[config.mk]
export PLATFORM = sky130hd
export DESIGN_NAME = wdt_supervisor
export DESIGN_NICKNAME = d
export VERILOG_FILES = /design/src/rtl/wdt_pkg.sv /design/src/rtl/wdt_tick_sel.sv /design/src/rtl/wdt_clear_ctl.sv /design/src/rtl/wdt_counter.sv /design/src/rtl/wdt_supervisor.sv
export SDC_FILE = /design/constraint.sdc
export NUM_CORES = 1
export LEC_CHECK = 0
export ABC_AREA = 1
export BUFFER_PORTS_ARGS = -buffer_cell sky130_fd_sc_hd__buf_4
export CAP_MARGIN = 25
export CORE_UTILIZATION = 51
export DETAILED_ROUTE_END_ITERATION = 8
export GPL_TIMING_DRIVEN = 0
export PLACE_DENSITY_LB_ADDON = 0.25
export SLEW_MARGIN = 0
export SYNTH_ARGS = -nofsm -noshare
export SYNTH_HDL_FRONTEND = slang
export SYNTH_SLANG_ARGS = --single-unit
[constraint.sdc]
create_clock -name clk -period 1.3 [get_ports clk]
set_input_delay 0.13 -clock clk [delete_from_list [all_inputs] [get_ports clk]]
set_output_delay 0.13 -clock clk [all_outputs]
set_load 0.01 [all_outputs]
[src/rtl/wdt_pkg.sv]
package wdt_pkg;
  typedef enum logic {SRC_INSTR = 1'b0, SRC_OSC = 1'b1} wdt_src_e;
  typedef enum logic {CLR_ONE = 1'b0, CLR_PAIR = 1'b1} wdt_clr_mode_e;

  // Paired clear completes when each half is either pending or arriving now.
  function automatic logic pair_done(input logic pend_a, input logic new_a,
                                     input logic pend_b, input logic new_b);
    return (pend_a | new_a) & (pend_b | new_b);
  endfunction
endpackage

[src/rtl/wdt_tick_sel.sv]
module wdt_tick_sel #(
  parameter int INST_DIV = 4
) (
  input  logic          clk,
  input  logic          rst_n,
  input  wdt_pkg::wdt_src_e src,
  input  logic          osc_tick,
  input  logic          halt,
  output logic          tick
);
  localparam int PW = (INST_DIV > 1) ? $clog2(INST_DIV) : 1;
  localparam logic [PW-1:0] PLAST = PW'(INST_DIV - 1);

  logic [PW-1:0] phase;
  logic          inst_tick;

  // The system clock stops in halt, so the prescaler freezes there.
  always_ff @(posedge clk or negedge rst_n) begin
    if (!rst_n)          phase <= '0;
    else if (!halt)      phase <= (phase == PLAST) ? '0 : phase + PW'(1);
  end

  assign inst_tick = (phase == PLAST) && !halt;
  assign tick      = (src == wdt_pkg::SRC_OSC) ? osc_tick : inst_tick;
endmodule

[src/rtl/wdt_clear_ctl.sv]
module wdt_clear_ctl (
  input  logic clk,
  input  logic rst_n,
  input  logic enable,
  input  wdt_pkg::wdt_clr_mode_e mode,
  input  logic clr_single,
  input  logic clr_first,
  input  logic clr_second,
  output logic sw_clear
);
  logic pend_first, pend_second;
  logic pair_hit;

  assign pair_hit = wdt_pkg::pair_done(pend_first, clr_first, pend_second, clr_second);
  assign sw_clear = enable && ((mode == wdt_pkg::CLR_PAIR) ? pair_hit : clr_single);

  always_ff @(posedge clk or negedge rst_n) begin
    if (!rst_n) begin
      pend_first  <= 1'b0;
      pend_second <= 1'b0;
    end else if (!enable || mode != wdt_pkg::CLR_PAIR || sw_clear) begin
      pend_first  <= 1'b0;
      pend_second <= 1'b0;
    end else begin
      pend_first  <= pend_first  | clr_first;
      pend_second <= pend_second | clr_second;
    end
  end
endmodule

[src/rtl/wdt_counter.sv]
module wdt_counter #(
  parameter int DIV_LOG2 = 15
) (
  input  logic clk,
  input  logic rst_n,
  input  logic enable,
  input  logic tick,
  input  logic clear_cnt,
  input  logic clear_to,
  input  logic halt,
  output logic wrap,
  output logic chip_rst_req,
  output logic warm_rst_req,
  output logic to_flag
);
  localparam logic [DIV_LOG2-1:0] LAST = '1;
  localparam logic [DIV_LOG2-1:0] ONE  = DIV_LOG2'(1);

  logic [DIV_LOG2-1:0] cnt;

  function automatic logic [DIV_LOG2-1:0] bump(input logic [DIV_LOG2-1:0] c);
    return c + ONE;
  endfunction

  function automatic logic at_last(input logic [DIV_LOG2-1:0] c);
    return c == LAST;
  endfunction

  assign wrap = enable && tick && !clear_cnt && at_last(cnt);

  always_ff @(posedge clk or negedge rst_n) begin
    if (!rst_n)                 cnt <= '0;
    else if (!enable || clear_cnt) cnt <= '0;
    else if (tick)              cnt <= bump(cnt);
  end

  always_ff @(posedge clk or negedge rst_n) begin
    if (!rst_n) begin
      chip_rst_req <= 1'b0;
      warm_rst_req <= 1'b0;
      to_flag      <= 1'b0;
    end else begin
      chip_rst_req <= wrap && !halt;
      warm_rst_req <= wrap && halt;
      if (wrap && !halt)  to_flag <= 1'b1;
      else if (clear_to)  to_flag <= 1'b0;
    end
  end
endmodule

[src/rtl/wdt_supervisor.sv]
module wdt_supervisor #(
  parameter int DIV_LOG2 = 15,
  parameter int INST_DIV = 4
) (
  input  logic clk,
  input  logic rst_n,
  input  logic opt_enable,
  input  logic opt_src_osc,
  input  logic opt_dual_clear,
  input  logic osc_tick,
  input  logic halt,
  input  logic halt_enter,
  input  logic clr_single,
  input  logic clr_first,
  input  logic clr_second,
  output logic chip_rst_req,
  output logic warm_rst_req,
  output logic to_flag
);
  // Named internal events, visible to the bound checker.
  logic tick;
  logic sw_clear;
  logic clear_cnt;
  logic wrap;

  wdt_tick_sel #(.INST_DIV(INST_DIV)) u_tick (
    .clk(clk), .rst_n(rst_n),
    .src(wdt_pkg::wdt_src_e'(opt_src_osc)),
    .osc_tick(osc_tick), .halt(halt), .tick(tick)
  );

  wdt_clear_ctl u_clr (
    .clk(clk), .rst_n(rst_n), .enable(opt_enable),
    .mode(wdt_pkg::wdt_clr_mode_e'(opt_dual_clear)),
    .clr_single(clr_single), .clr_first(clr_first), .clr_second(clr_second),
    .sw_clear(sw_clear)
  );

  assign clear_cnt = sw_clear || (opt_enable && halt_enter);

  wdt_counter #(.DIV_LOG2(DIV_LOG2)) u_cnt (
    .clk(clk), .rst_n(rst_n), .enable(opt_enable), .tick(tick),
    .clear_cnt(clear_cnt), .clear_to(sw_clear), .halt(halt),
    .wrap(wrap), .chip_rst_req(chip_rst_req),
    .warm_rst_req(warm_rst_req), .to_flag(to_flag)
  );
endmodule

# == Yosys cells after proc, flatten, opt, wreduce, memory -nomap -nowiden ==
# Cells that the tools add are included.
# word_totals
regBits,22
in_bits,11
output_inout_bits,3
wordCells,41
# op_classes
n_addsub,2
n_eq_ne,2
n_mux,9
bitwise_logic,4
n_reduce_logical,17
# ops
operator,n
$mux 15,2
$add 15x1->15 const B,1
$eq 15x15->1 const B,1
$logic_and 1x1->1,8
$mux 1,6
$logic_or 1x1->1,4
$reduce_bool 2->1,2
$logic_not 1->1,3
$add 2x1->2 const B,1
$eq 2x2->1 const B,1
$mux 2,1
$or 1x1->1,2
$and 1x1->1,1
$not 1->1,1

# == Depth between registers and ports, before layout ==
# depth
ltp_word,10
mapped_depth,9
mapped_depth_nobuf,9

# == Hierarchy ==
# Synthesis repeated with hierarchy kept, for this count alone.
# hier_totals
hier_cells,173
hier_area_um2,1285.0
# by_module_without_submodules
mod,instances,cells_per_inst,area_each_um2,seq_area_each_um2
wdt_counter,1,136,1029.7,450.4
wdt_clear_ctl,1,19,135.1,50.0
wdt_tick_sel,1,15,108.9,50.0
wdt_supervisor,1,3,11.3,0.0

# == Worst setup path before layout ==
# No wires, ideal clock.
# synth_timing
kind,register to register
start,reg u_tick.phase[0]
end,reg u_cnt.cnt[7]
setup_ps,126
arrival_ps,1148
required_ps,1174
slack_ps,26
stages_incl_launch_ff,8
n_path_buf,0
synth_period_minus_slack_ps,1274
cell_sequence,dfrtp_1 -> ha_1 -> nand2_1 -> nand2_1 -> nand2_1 -> nand4_2 -> nand2_1 -> o21ai_0
# synth_between
elab_chain_cells,4
# synth_rtl
item,line,text
"start, declared",wdt_tick_sel.sv:14,logic [PW-1:0] phase;
"start signal, assigned",wdt_tick_sel.sv:20,else if (!halt) phase <= (phase == PLAST) ? '0 : phase + PW'(1);
$eq 2x2->1,wdt_tick_sel.sv:23,assign inst_tick = (phase == PLAST) && !halt;
$logic_and 1x1->1,wdt_tick_sel.sv:23,
$mux 1,wdt_tick_sel.sv:24,assign tick = (src == wdt_pkg::SRC_OSC) ? osc_tick : inst_tick;
$reduce_bool 2->1 (no line),--,
"end signal, assigned",wdt_counter.sv:34,else if (tick) cnt <= bump(cnt);
"end, declared",wdt_counter.sv:19,logic [DIV_LOG2-1:0] cnt;
# Every way passes these cells.
# A chain may end at the register's enable or synchronous reset.

# == Final worst setup path ==
# layout_timing
start,reg u_cnt.cnt[1]
end,reg u_cnt.cnt[7]
# layout_between
elab_chain_cells,3
# layout_rtl
item,line,text
$add 15x1->15,wdt_counter.sv:22,return c + ONE;
$mux 15,wdt_counter.sv:34,
$mux 15,wdt_counter.sv:33,else if (!enable || clear_cnt) cnt <= '0;
# Every way passes these cells. The select of a mux whose other input is x is not followed.

==> run summary <==
status = finished with violations
failing checks = negative setup slack
Power Density = 955 nW/um^2
Clock Tree Buf Depth = 2
Final min period = 1.33 ns
antenna violations before repair = 0
slew margin rel. = 78.3%
Max Cap Viol = 0
total clock sinks = 22
Cell Area, Synth = 1260 um^2
synthesized flop and latch total = 22
worst hold margin = 0.0341 ns
Syn Nets = 192
layout cells sized above 1 = 29.5%
core box area = 2280 um^2
Worst EP arrival = 1.57 ns
drt first pass iters = 4
setup ws final = -0.0276 ns
Port Buffer Count = 13
Chip Width = 51.8 um
first-pass GRT wire length = 4.80 mm
diode count = 0
Distinct cells, synth = 22
CTS Buf Count = 3
io pins = 14
Finished Core Util = 74.2%
Via Count = 1,288
Crit. End Element = register
post-synthesis sequential area ratio = 43.6%
Max VDD drop = 1.20 mV
final WL = 3.30 mm
clock-pin slew on the worst setup and hold paths = 0.13 ns
Rows = 17
clock tree root buffer cell = clkbuf_4
Worst Hold Class = primary input to register
Mapped Avg Cell Area = 7.05 um^2
synth warn = 0
Routed wire per std cell = 14.0 um
Total Nets Final = 221
initial cell density of the core = 55.5%
TritonCTS clock tree = built
die area = 2680 um^2
Final period util = 102%
commonest cells after routing, fill and taps aside = nand2_1 (47), nor2_1 (26), inv_1 (22), dfrtp_1 (21), buf_4 (19)
RSZ-0062 raised after global routing = yes
Final setup viols = 5
vias in the first global route = 1,194
largest net degree at the start of global routing = 23
CP startpoint kind = register
Clock Latency Late Sink = 0.32 ns
Tightest Pin Transition = 0.325 ns
Static Leak = 0.735 nW
total grt overflow = 0
drt drc = 0
Gate Count Post-Synth = 179
hold path depth = 3
Placer Congestion = 0.866
upper clock frequency limit = 753 MHz
H-tree levels = 1
routed vias/inst = 5.48
GRT Total Usage = 24.3%
area growth from synthesis to layout = 33.8%
Final ANT Viol Nets = 0
critical path class = register to register
Hold Violations, Final = 0
pre-CTS WS = -0.176 ns
chip height = 51.8 um
Clock Skew = 0.00529 ns
CP Data Required Time = 1.54 ns
Detailed Place HPWL = 1.91 mm
R2R cell count = 9
Crit Path Max Fanout = 3
Slew Viols, Final = 0
most common cell after layout, fill and taps aside = nand2_1
DR iter-0 viols = 39
==> metal layers <==
metal	track usage (%)	wire length (um)	up-vias	part of all wire, %
li1	-	-	626	-
met1	28.7	1400	620	43
met2	43.7	1700	36	52
met3	6.43	151	6	4.6
met4	4.95	43	0	1.3
met5	0	0	-	0
==> area by class of cell <==
class / instances / area (um^2)
Sequential cell: 22 / 552
Inverter: 24 / 95.1
Tap cell: 28 / 35.0
Fill cell: 159 / 587
Clock buffer: 3 / 22.5
Multi-Input combinational cell: 135 / 786
Timing Repair Buffer: 21 / 164
Timing Repair inverter: 1 / 5.00
Clock inverter: 1 / 30.0
==> cells by family after synthesis <==
kind of cell	count (synthesis)	share of synthesized area [%]
AO/OA/AOI/OAI	11	4.36
XOR/XNOR	1	0.694
adder cells (fa/ha/maj)	2	1.98
buffers and inverters	24	7.33
flip-flops	22	43.6
AND/OR/NAND/NOR	119	42.0
==> synth_stat cells, drive strengths merged <==
master / n / area share (%)
xor2: 1 / 0.69
nor2: 38 / 12
o21ai: 5 / 2.0
nand2: 53 / 16
nor3: 2 / 0.79
nand3: 19 / 8.9
and3: 1 / 0.50
nand4: 5 / 3.0
inv: 24 / 7.3
ha: 2 / 2.0
a21oi: 6 / 2.4
dfrtp: 22 / 44
nor3b: 1 / 0.59
==> sequential cells by signal (all words and copies together) (netlist names) <==
register and count:
u_cnt.chip_rst_req 1, u_cnt.to_flag 1, u_cnt.warm_rst_req 1, u_tick.phase 2, u_clr.pend_first 1, u_cnt.cnt 15
u_clr.pend_second 1
==> power breakdown <==
group / switching [mW] / leakage (nW) / total [mW] / internal (mW)
Clock: 0.221 / 0.0279 / 0.533 / 0.312
Sequential: 0.0380 / 0.300 / 0.758 / 0.720
Combinational: 0.183 / 0.407 / 0.322 / 0.139
Total: 0.442 / 0.735 / 1.61 / 1.17
==> critical path, stage by stage (launching register included) <==
cell and delay, ns:
dfrtp_1 0.43, buf_4 0.15, nand2_1 0.09, nor2_2 0.17, nand2_1 0.09, nand2_1 0.07
nand2_1 0.06, nor2_1 0.08, nand2_1 0.05, o21ai_0 0.06
==> final timing paths <==
kind                                from          endpoint  slack (ns)
setup / recovery            u_cnt.cnt[1]      u_cnt.cnt[7]       -0.03
hold / removal                      halt   u_tick.phase[1]        0.03
setup reg to reg            u_cnt.cnt[1]      u_cnt.cnt[7]       -0.03
hold reg to reg            u_cnt.to_flag     u_cnt.to_flag        0.51
max in group asynchronous          rst_n      u_cnt.cnt[4]        0.84
min in group asynchronous          rst_n  u_clr.pend_first        0.22
==> timing repair <==
action	4_1_cts	5_1_grt
hold buffers	1	0
setup endpoints to repair	15	18
endpoints found under the hold margin	22	0
gates cloned	1	2
pin swaps	4	13
buffers inserted	5	2
resized for setup	12	27
==> stage by stage <==
| stage | cells | power, mW | area [um^2] | TNS [ns] |
|---|---|---|---|---|
| floorplan | 179 | 0.879 | 1260 | 0 |
| global placement | 220 | 0.946 | 1400 | -0.683 |
| detailed placement | 220 | 0.960 | 1400 | -1.01 |
| CTS | 231 | 1.54 | 1550 | -0.0433 |
| global route | 235 | 1.69 | 1690 | -0.671 |
| finish | 235 | 1.61 | 1690 | -0.0974 |
Power figures use the tool's default switching activity.
